## config.mk

```make
export PLATFORM = sky130hd
export DESIGN_NAME = beat_pulse_sel
export DESIGN_NICKNAME = d
export VERILOG_FILES = /design/src/rtl/beat_pulse_pkg.sv /design/src/rtl/beat_period_avg.sv /design/src/rtl/beat_sel_ctrl.sv /design/src/rtl/beat_sel_datapath.sv /design/src/rtl/beat_pulse_sel.sv
export SDC_FILE = /design/constraint.sdc
export NUM_CORES = 1
export LEC_CHECK = 0
export BUFFER_PORTS_ARGS = -buffer_cell sky130_fd_sc_hd__buf_2
export CAP_MARGIN = 20
export CORE_MARGIN = 10
export CORE_UTILIZATION = 45
export DETAILED_ROUTE_END_ITERATION = 12
export SETUP_SLACK_MARGIN = 0.15
export SYNTH_ARGS = -nofsm -noshare
export SYNTH_HDL_FRONTEND = slang
export SYNTH_SLANG_ARGS = --single-unit
```

## constraint.sdc

```tcl
create_clock -name clk -period 2.5 [get_ports clk]
set_input_delay 0.25 -clock clk [delete_from_list [all_inputs] [get_ports clk]]
set_output_delay 0.25 -clock clk [all_outputs]
set_load 0.02 [all_outputs]
```

## src/rtl/beat_pulse_pkg.sv

```systemverilog
package beat_pulse_pkg;

  // Strobes from the control FSM to the selection datapath
  typedef struct packed {
    logic run;      // beat counter is running
    logic loadCfg;  // capture codeword / repeat at beat boundary
    logic posClr;   // return position to zero
    logic posInc;   // advance position
  } ctrl_strobe_t;

  typedef enum logic {
    S_IDLE = 1'b0,
    S_RUN  = 1'b1
  } sel_state_t;

endpackage

```

## src/rtl/beat_period_avg.sv

```systemverilog
module beat_period_avg #(
  parameter int PER_W     = 8,
  parameter int AVG_SHIFT = 7
) (
  input  logic             clk,
  input  logic             rst_n,
  input  logic             beatMark,
  output logic [PER_W-1:0] avgLen,
  output logic             avgValid
);

  localparam int SUM_W = PER_W + AVG_SHIFT;
  localparam logic [PER_W-1:0] GAP_MAX = {{(PER_W-1){1'b1}}, 1'b0};

  logic [PER_W-1:0]     gapCnt;
  logic                 haveMark;
  logic [AVG_SHIFT-1:0] sampleCnt;
  logic [SUM_W-1:0]     sumAcc;
  logic [SUM_W-1:0]     sumNext;
  logic [PER_W-1:0]     sample;
  logic                 lastSample;

  assign sample     = gapCnt + PER_W'(1);
  assign sumNext    = sumAcc + SUM_W'(sample);
  assign lastSample = &sampleCnt;

  always_ff @(posedge clk) begin
    if (!rst_n) begin
      gapCnt    <= '0;
      haveMark  <= 1'b0;
      sampleCnt <= '0;
      sumAcc    <= '0;
      avgLen    <= '0;
      avgValid  <= 1'b0;
    end else if (beatMark) begin
      gapCnt   <= '0;
      haveMark <= 1'b1;
      if (haveMark) begin
        sampleCnt <= sampleCnt + AVG_SHIFT'(1);
        if (lastSample) begin
          sumAcc   <= '0;
          avgLen   <= sumNext[SUM_W-1:AVG_SHIFT];
          avgValid <= 1'b1;
        end else begin
          sumAcc <= sumNext;
        end
      end
    end else if (gapCnt != GAP_MAX) begin
      gapCnt <= gapCnt + PER_W'(1);
    end
  end


  avg_valid_sticky_chk: assert property (@(posedge clk) disable iff (!rst_n)
    avgValid |=> avgValid);

endmodule

```

## src/rtl/beat_sel_ctrl.sv

```systemverilog
module beat_sel_ctrl
  import beat_pulse_pkg::*;
(
  input  logic         clk,
  input  logic         rst_n,
  input  logic         beatMark,
  input  logic         avgValid,
  input  logic         posLast,
  output ctrl_strobe_t strobe
);

  sel_state_t st, stNext;

  always_comb begin
    strobe     = '0;
    stNext     = st;
    strobe.run = (st == S_RUN);
    case (st)
      S_IDLE: begin
        if (beatMark && avgValid) begin
          stNext         = S_RUN;
          strobe.posClr  = 1'b1;
          strobe.loadCfg = 1'b1;
        end
      end
      default: begin
        if (posLast) begin
          strobe.posClr  = 1'b1;
          strobe.loadCfg = 1'b1;
        end else begin
          strobe.posInc = 1'b1;
        end
      end
    endcase
  end

  always_ff @(posedge clk) begin
    if (!rst_n) st <= S_IDLE;
    else        st <= stNext;
  end


  run_needs_avg_chk: assert property (@(posedge clk) disable iff (!rst_n)
    strobe.run |-> avgValid);

endmodule

```

## src/rtl/beat_sel_datapath.sv

```systemverilog
module beat_sel_datapath
  import beat_pulse_pkg::*;
#(
  parameter int PER_W   = 8,
  parameter int REP_W   = 4,
  parameter int MAX_REP = 6
) (
  input  logic             clk,
  input  logic             rst_n,
  input  ctrl_strobe_t     strobe,
  input  logic [PER_W-1:0] codeIn,
  input  logic [REP_W-1:0] repeatIn,
  input  logic [PER_W-1:0] avgLen,
  output logic             posLast,
  output logic             passSel,
  output logic             syncSel,
  output logic             errFlag
);

  localparam logic [REP_W-1:0] REP_CAP = REP_W'(MAX_REP);

  logic [PER_W-1:0] pos;
  logic [PER_W-1:0] codeL;
  logic [REP_W-1:0] repL;
  logic [REP_W-1:0] repSat;
  logic [PER_W-1:0] offs;
  logic             inWindow;

  always_comb begin
    if (repeatIn == '0)          repSat = REP_W'(1);
    else if (repeatIn > REP_CAP) repSat = REP_CAP;
    else                         repSat = repeatIn;
  end

  assign posLast  = ({1'b0, pos} + (PER_W+1)'(1)) >= {1'b0, avgLen};
  assign offs     = pos - codeL;
  assign inWindow = (pos >= codeL) && (offs < PER_W'(repL));
  assign passSel  = strobe.run && !errFlag && inWindow;
  assign syncSel  = strobe.run && (pos == '0);

  always_ff @(posedge clk) begin
    if (!rst_n) begin
      pos     <= '0;
      codeL   <= '0;
      repL    <= REP_W'(1);
      errFlag <= 1'b0;
    end else begin
      if (strobe.posClr)      pos <= '0;
      else if (strobe.posInc) pos <= pos + PER_W'(1);
      if (strobe.loadCfg) begin
        codeL   <= codeIn;
        repL    <= repSat;
        errFlag <= (codeIn >= avgLen);
      end
    end
  end


  rep_range_chk: assert property (@(posedge clk) disable iff (!rst_n)
    strobe.loadCfg |=> (repL != '0) && (repL <= REP_CAP));


  cfg_hold_chk: assert property (@(posedge clk) disable iff (!rst_n)
    !strobe.loadCfg |=> $stable(codeL) && $stable(repL));

endmodule

```

## src/rtl/beat_pulse_sel.sv

```systemverilog
module beat_pulse_sel
  import beat_pulse_pkg::*;
#(
  parameter int PER_W     = 8,
  parameter int AVG_SHIFT = 7,
  parameter int REP_W     = 4,
  parameter int MAX_REP   = 6
) (
  input  logic             clk,
  input  logic             rst_n,
  input  logic             pulseIn,
  input  logic             beatMark,
  input  logic [PER_W-1:0] codeIn,
  input  logic [REP_W-1:0] repeatIn,
  output logic             passOut,
  output logic             pulseOut,
  output logic             syncOut,
  output logic             avgValid,
  output logic             codeErr
);

  logic [PER_W-1:0] avgLen;
  logic             posLast;
  ctrl_strobe_t     strobe;

  beat_period_avg #(.PER_W(PER_W), .AVG_SHIFT(AVG_SHIFT)) i_avg (
    .clk(clk), .rst_n(rst_n), .beatMark(beatMark),
    .avgLen(avgLen), .avgValid(avgValid)
  );

  beat_sel_ctrl i_ctrl (
    .clk(clk), .rst_n(rst_n), .beatMark(beatMark), .avgValid(avgValid),
    .posLast(posLast), .strobe(strobe)
  );

  beat_sel_datapath #(.PER_W(PER_W), .REP_W(REP_W), .MAX_REP(MAX_REP)) i_dp (
    .clk(clk), .rst_n(rst_n), .strobe(strobe), .codeIn(codeIn),
    .repeatIn(repeatIn), .avgLen(avgLen), .posLast(posLast),
    .passSel(passOut), .syncSel(syncOut), .errFlag(codeErr)
  );

  assign pulseOut = pulseIn & passOut;


  pass_after_avg_chk: assert property (@(posedge clk) disable iff (!rst_n)
    passOut |-> avgValid);


  sync_single_chk: assert property (@(posedge clk) disable iff (!rst_n)
    (syncOut && avgLen > PER_W'(1)) |=> !syncOut);

endmodule

```

Word level (Yosys, flattened, before mapping):

Index checks and enable logic that the tools add are counted.

* $add $sub $neg: 6
* $mul: 0
* divide/modulo/power cells: 0
* $lt $le $gt $ge: 5
* eq/ne operators: 1
* shift-type cells: 0
* mux-type cells: 10
* bitwise logic cells: 2
* reduce and logical (&&, ||, !) cells: 13

Operators by type and width (count)
* $add A8 B1 Y8 const B: 2
* $ge A8 B8 Y1: 2
* $add A15 B8 Y15: 1
* $mux W15: 1
* $add A8 B1 Y9 const B: 1
* $ge A9 B8 Y1: 1
* $reduce_and A9 Y1: 1
* $logic_not A8 Y1: 1
* $lt A8 B4 Y1: 1
* $mux W4: 2
* $ne A8 B8 Y1 const B: 1
* $sub A8 B8 Y8: 1
* $add A7 B1 Y7 const B: 1
* $reduce_and A7 Y1: 1
* $mux W2: 3
* $logic_and A1 B1 Y1: 5
* $gt A4 B3 Y1 const B: 1
* $logic_not A4 Y1: 1
* $mux W1: 4
* $reduce_or A2 Y1: 2
* $reduce_and A2 Y1: 1
* $and A1 B1 Y1: 1
* $logic_not A1 Y1: 1
* $not A1 Y1: 1

* bits in registers: 62
* latch bits: 0
* bits in writable memories: 0
* memory bits (read-only): 0
* bits of input ports: 16
* memories: 0

Logic depth before layout (Yosys ltp):

* depth after elaboration: 5
* mapped depth: 12
* depth with buffers taken out: 12

Hierarchy:

A second synthesis with hierarchy kept.

* cells, all modules: 474
* area total of the unflattened synthesis: 4066.4 um^2

Modules (own cells, without submodules)
* beat_period_avg: instances 1, cells each 260, area each 2232.1 um^2, seq. area each 800.8 um^2
* beat_sel_datapath: instances 1, cells each 204, area each 1760.4 um^2, seq. area each 420.4 um^2
* beat_sel_ctrl: instances 1, cells each 9, area each 67.6 um^2, seq. area each 20.0 um^2
* beat_pulse_sel: instances 1, cells each 1, area each 6.3 um^2, seq. area each 0.0 um^2

Worst setup path after synthesis:

Ideal clock, no wire load.

* path type: reg2out
* start point: reg i_dp.pos[0]
* end point: out pulseOut
* arrival time: 2.616 ns
* required time: 2.250 ns
* path slack: -0.366 ns
* cell stages (with the launch flop): 11
* buffers on the path: 0
* cells stage by stage: dfxtp_1 -> inv_1 -> ha_1 -> inv_1 -> fa_1 -> ha_1 -> a21boi_0 -> o21a_1 -> o21ai_0 -> o221ai_1 -> nor4_1

* word-level cells in the longest chain between the ends: 5

Ends and longest elaborated chain
* from (decl): RTL line beat_sel_datapath.sv:22 `logic [PER_W-1:0] pos;`
* from (signal assigned): RTL line beat_sel_datapath.sv:49 `else if (strobe.posInc) pos <= pos + PER_W'(1);`
* $sub A8 B8 Y8: RTL line beat_sel_datapath.sv:36 `assign offs = pos - codeL;`
* $lt A8 B4 Y1: RTL line beat_sel_datapath.sv:37 `assign inWindow = (pos >= codeL) && (offs < PER_W'(repL));`
* $logic_and A1 B1 Y1 *: RTL line beat_sel_datapath.sv:37
* $logic_and A1 B1 Y1 *: RTL line beat_sel_datapath.sv:38 `assign passSel = strobe.run && !errFlag && inWindow;`
* $and A1 B1 Y1 *: RTL line beat_pulse_sel.sv:42 `assign pulseOut = pulseIn & passOut;`
* to (decl): RTL line beat_pulse_sel.sv:16 `output logic pulseOut,`

Mark *: on every way between the ends. The rest lies on a longest branch, timed or not.

Final worst setup path:

* start point: reg i_dp.pos[0]
* end point: out passOut

* word-level cells in the longest chain between the ends: 4

Ends and longest elaborated chain
* $sub A8 B8 Y8: RTL line beat_sel_datapath.sv:36
* $lt A8 B4 Y1: RTL line beat_sel_datapath.sv:37
* $logic_and A1 B1 Y1 *: RTL line beat_sel_datapath.sv:37
* $logic_and A1 B1 Y1 *: RTL line beat_sel_datapath.sv:38
* to (decl): RTL line beat_pulse_sel.sv:15 `output logic passOut,`

Marked as above.

==> impl_metrics.yaml <==
worst_setup_path:
  path_buf_inv: 3
  r2r_cells: 12
  cpLargestDelayFamily: "adder cells"
  cpPeakStageDelay_ns: 0.44
  r2r_slack_ns: -0.05
  slowest_stage: "fa_1"
  worstSetupEndpointType: "primary output"
  crit_type: "reg2out"
  crit_fanout: 2
  rr_endpoint: "i_dp.errFlag"
  cp.arrival_ns: 2.60
  critPathRequiredTime_ns: 2.25
  crit-reg2reg-launch: "i_dp.pos[0]"
  path_cells: "inv_4, ha_4, inv_2, fa_1, ha_1, a21boi_1, o21a_1, o21ai_2, o221ai_2, nor3_2, buf_4"
  worstSetupStartpointType: "register"
logic_synthesis:
  syn_nets: 548
  synth_cell_types: 58
  ys_ff_latch: 62
  synth-edff-count: 0
  netlist_instances: 489
  async_flop_share_pct: 0
  synth_ff_type: "dfxtp_1"
  yosysSeqAreaShare_pct: 30.8
  ys_warn_count: 0
  avgSynthCellArea_um2: 8.25
  syn_area_um2: 4040
outcome:
  status: "complete, but fails checks"
  violations: "negative setup slack"
final_layout:
  final_common_cell: "buf_4"
  area_growth_pct: 36.1
  fin_area_um2: 5500
  final_cell_mix: "buf_4 (57), dfxtp_1 (51), nand2_1 (37)"
  nets: 625
  antenna_cells: 0
  drive_gt1_share_pct: 34.9
sta:
  drv_slew: 0
  rsz0062_at_grt: "yes"
  slew_headroom_pct: 37.2
  min_period_ns: 2.85
  finClkSkew_ns: 0.00967
  period_share_pct: 114
  setup_viol: 10
  holdWs_ns: 0.164
  worstMarginPinSlew_ns: 0.935
  finalHoldViolations: 0
  max_freq_ghz: 0.351
  layout_setup_ws_ns: -0.351
global_routing:
  antenna_found_initial: 0
  grtUsageTotal_pct: 16.5
  grt_max_degree: 49
  grt.overflow.total: 0
  first_global_vias: 3781
  grt_pass1_wl_um: 18100
job:
  maxCapViolCount: 0
place:
  port_buffers: 20
  hpwl_um: 7290
  dpl_cell_area_um2: 4570
  routabilityCongestion: 0.876
clocking:
  hold_buffers: 0
  cts_sinks: 62
  clkTransAtPathRegs_ns: 0.07
  htree_levels: 3
  numCtsBuffers: 9
  cts_tree: "built"
  clock_latency_ns: 0.35
  ctsRootBufferMaster: "clkbuf_8"
  clockBufferDepth: 2
floorplanning:
  chipHeight_um: 115
  pin_count: 21
  core_um2: 8720
  die_area_um2: 13200
  start_util_pct: 46.3
  fp-row-count: 34
  die_x_um: 115
hold_path:
  hold_class: "in2reg"
  whs_endpoint: "i_dp.codeL[5]"
  hold_path_depth: 3
  min-delay-start: "codeIn[5]"
route:
  drt_iter0_markers: 219
  ant_nets: 0
  vias: 3843
  drc_errors: 0
  wl_per_cell_um: 16.0
  viasPerCell: 5.66
  wl_um: 10900
  dr.pass1.iters: 4
power_and_ir_drop:
  ir_drop_mv: 0.337
  p_per_area_nw_per_um2: 383
  p_leak_nw: 2.25
==> sequential cells by signal, indices dropped and copies added (netlist names) <==
signal           flops
i_dp.repL            4
i_avg.avgValid       1
i_ctrl.st            1
i_avg.sampleCnt      7
i_dp.pos             8
i_avg.haveMark       1
i_avg.gapCnt         8
i_dp.errFlag         1
i_avg.avgLen         8
i_avg.sumAcc        15
i_dp.codeL           8
==> per-layer routing <==
layer	track usage, %	up-vias	share of wire, %	wire length (um)
met5	0	-	0	0
met4	5.53	0	2.5	272
met3	3.41	19	3.0	321
met2	29.1	71	50	5470
met1	19.4	1837	44	4810
li1	-	1916	-	-
==> Yosys cell counts, types with 4 or more instances <==
cell type / instances / area, um^2
a31oi_1: 5 / 31.3
a211o_1: 6 / 52.6
o211ai_1: 5 / 37.5
nor2b_1: 5 / 31.3
nand2_1: 42 / 158
o311ai_1: 4 / 35.0
o21a_1: 4 / 30.0
and2_1: 4 / 25.0
clkbuf_1: 10 / 37.5
a21oi_1: 30 / 150
dfxtp_1: 62 / 1240
inv_1: 37 / 139
buf_2: 5 / 25.0
nor2_1: 34 / 128
a22oi_1: 5 / 37.5
or3_1: 7 / 43.8
and3_1: 6 / 37.5
ha_1: 41 / 513
a211oi_1: 6 / 45.0
nand3_1: 30 / 150
nor3_1: 9 / 45.0
nand2b_1: 6 / 37.5
a21o_1: 10 / 75.1
mux2i_1: 11 / 110
xor2_1: 16 / 140
xnor2_1: 11 / 96.3
o21ai_0: 13 / 65.1
nand4_1: 14 / 87.6
==> cell families (layout without fill, tap and decap cells) <==
group | count (synthesis) | in the layout | share of synthesized area, %
AND/OR/NAND/NOR | 177 | 178 | 22.3
AO/OA/AOI/OAI | 110 | 110 | 18.7
flip-flops | 62 | 62 | 30.8
buffers and inverters | 58 | 139 | 5.77
adder cells (fa/ha/maj) | 43 | 43 | 13.7
XOR/XNOR | 27 | 27 | 5.86
multiplexers | 12 | 12 | 3.01
==> power breakdown <==
part	switching [mW]	internal [mW]
clock	0.426	0.560
combinational	0.0797	0.0446
sequential	0.00600	0.991
==> worst max path at each step <==
stage / from / end / slack (ns) / cells past startpoint
after floorplan: i_dp.pos[0] / pulseOut / -0.01 / 10
after global placement: i_dp.pos[0] / pulseOut / -0.19 / 11
after detailed placement: i_dp.codeL[0] / pulseOut / -0.26 / 10
after CTS: i_dp.pos[0] / pulseOut / -0.48 / 11
after global routing: i_dp.codeL[1] / pulseOut / -0.47 / 13
final: i_dp.pos[0] / passOut / -0.35 / 11
==> timing repair <==
action                                 CTS  global route
cloned                                   1             0
setup buffers                           18             6
pin swaps                               42            41
resized for setup                       63            49
setup endpoints to repair               36            39
endpoints found under the hold margin    0             0
==> per-stage QoR <==
step | std cells | power, mW | setup WS (ns) | util, % | TNS [ns]
detailed placement | 638 | 1.13 | -0.257 | 52.4 | -1.20
floorplan | 489 | 1.09 | -0.0114 | - | -0.0114
finish | 679 | 2.11 | -0.351 | 63.0 | -0.841
global route | 679 | 2.18 | -0.472 | 63.0 | -2.46
CTS | 673 | 2.12 | -0.475 | 59.8 | -0.856
global placement | 638 | 1.13 | -0.187 | 52.4 | -0.454
==> tightest hold or removal path: stages <==
cell and delay, ns:
buf_2 0.11, nand2_1 0.05, mux2i_1 0.05
==> final cells by class <==
cell class / count / area, um^2
Fill cell: 738 / 3230
Multi-Input combinational cell: 370 / 3100
Sequential cell: 62 / 1260
Timing Repair Buffer: 86 / 642
Inverter: 37 / 141
Tap cell: 108 / 135
Clock buffer: 10 / 128
Clock inverter: 6 / 86.3
Power figures use the tool's default switching activity.
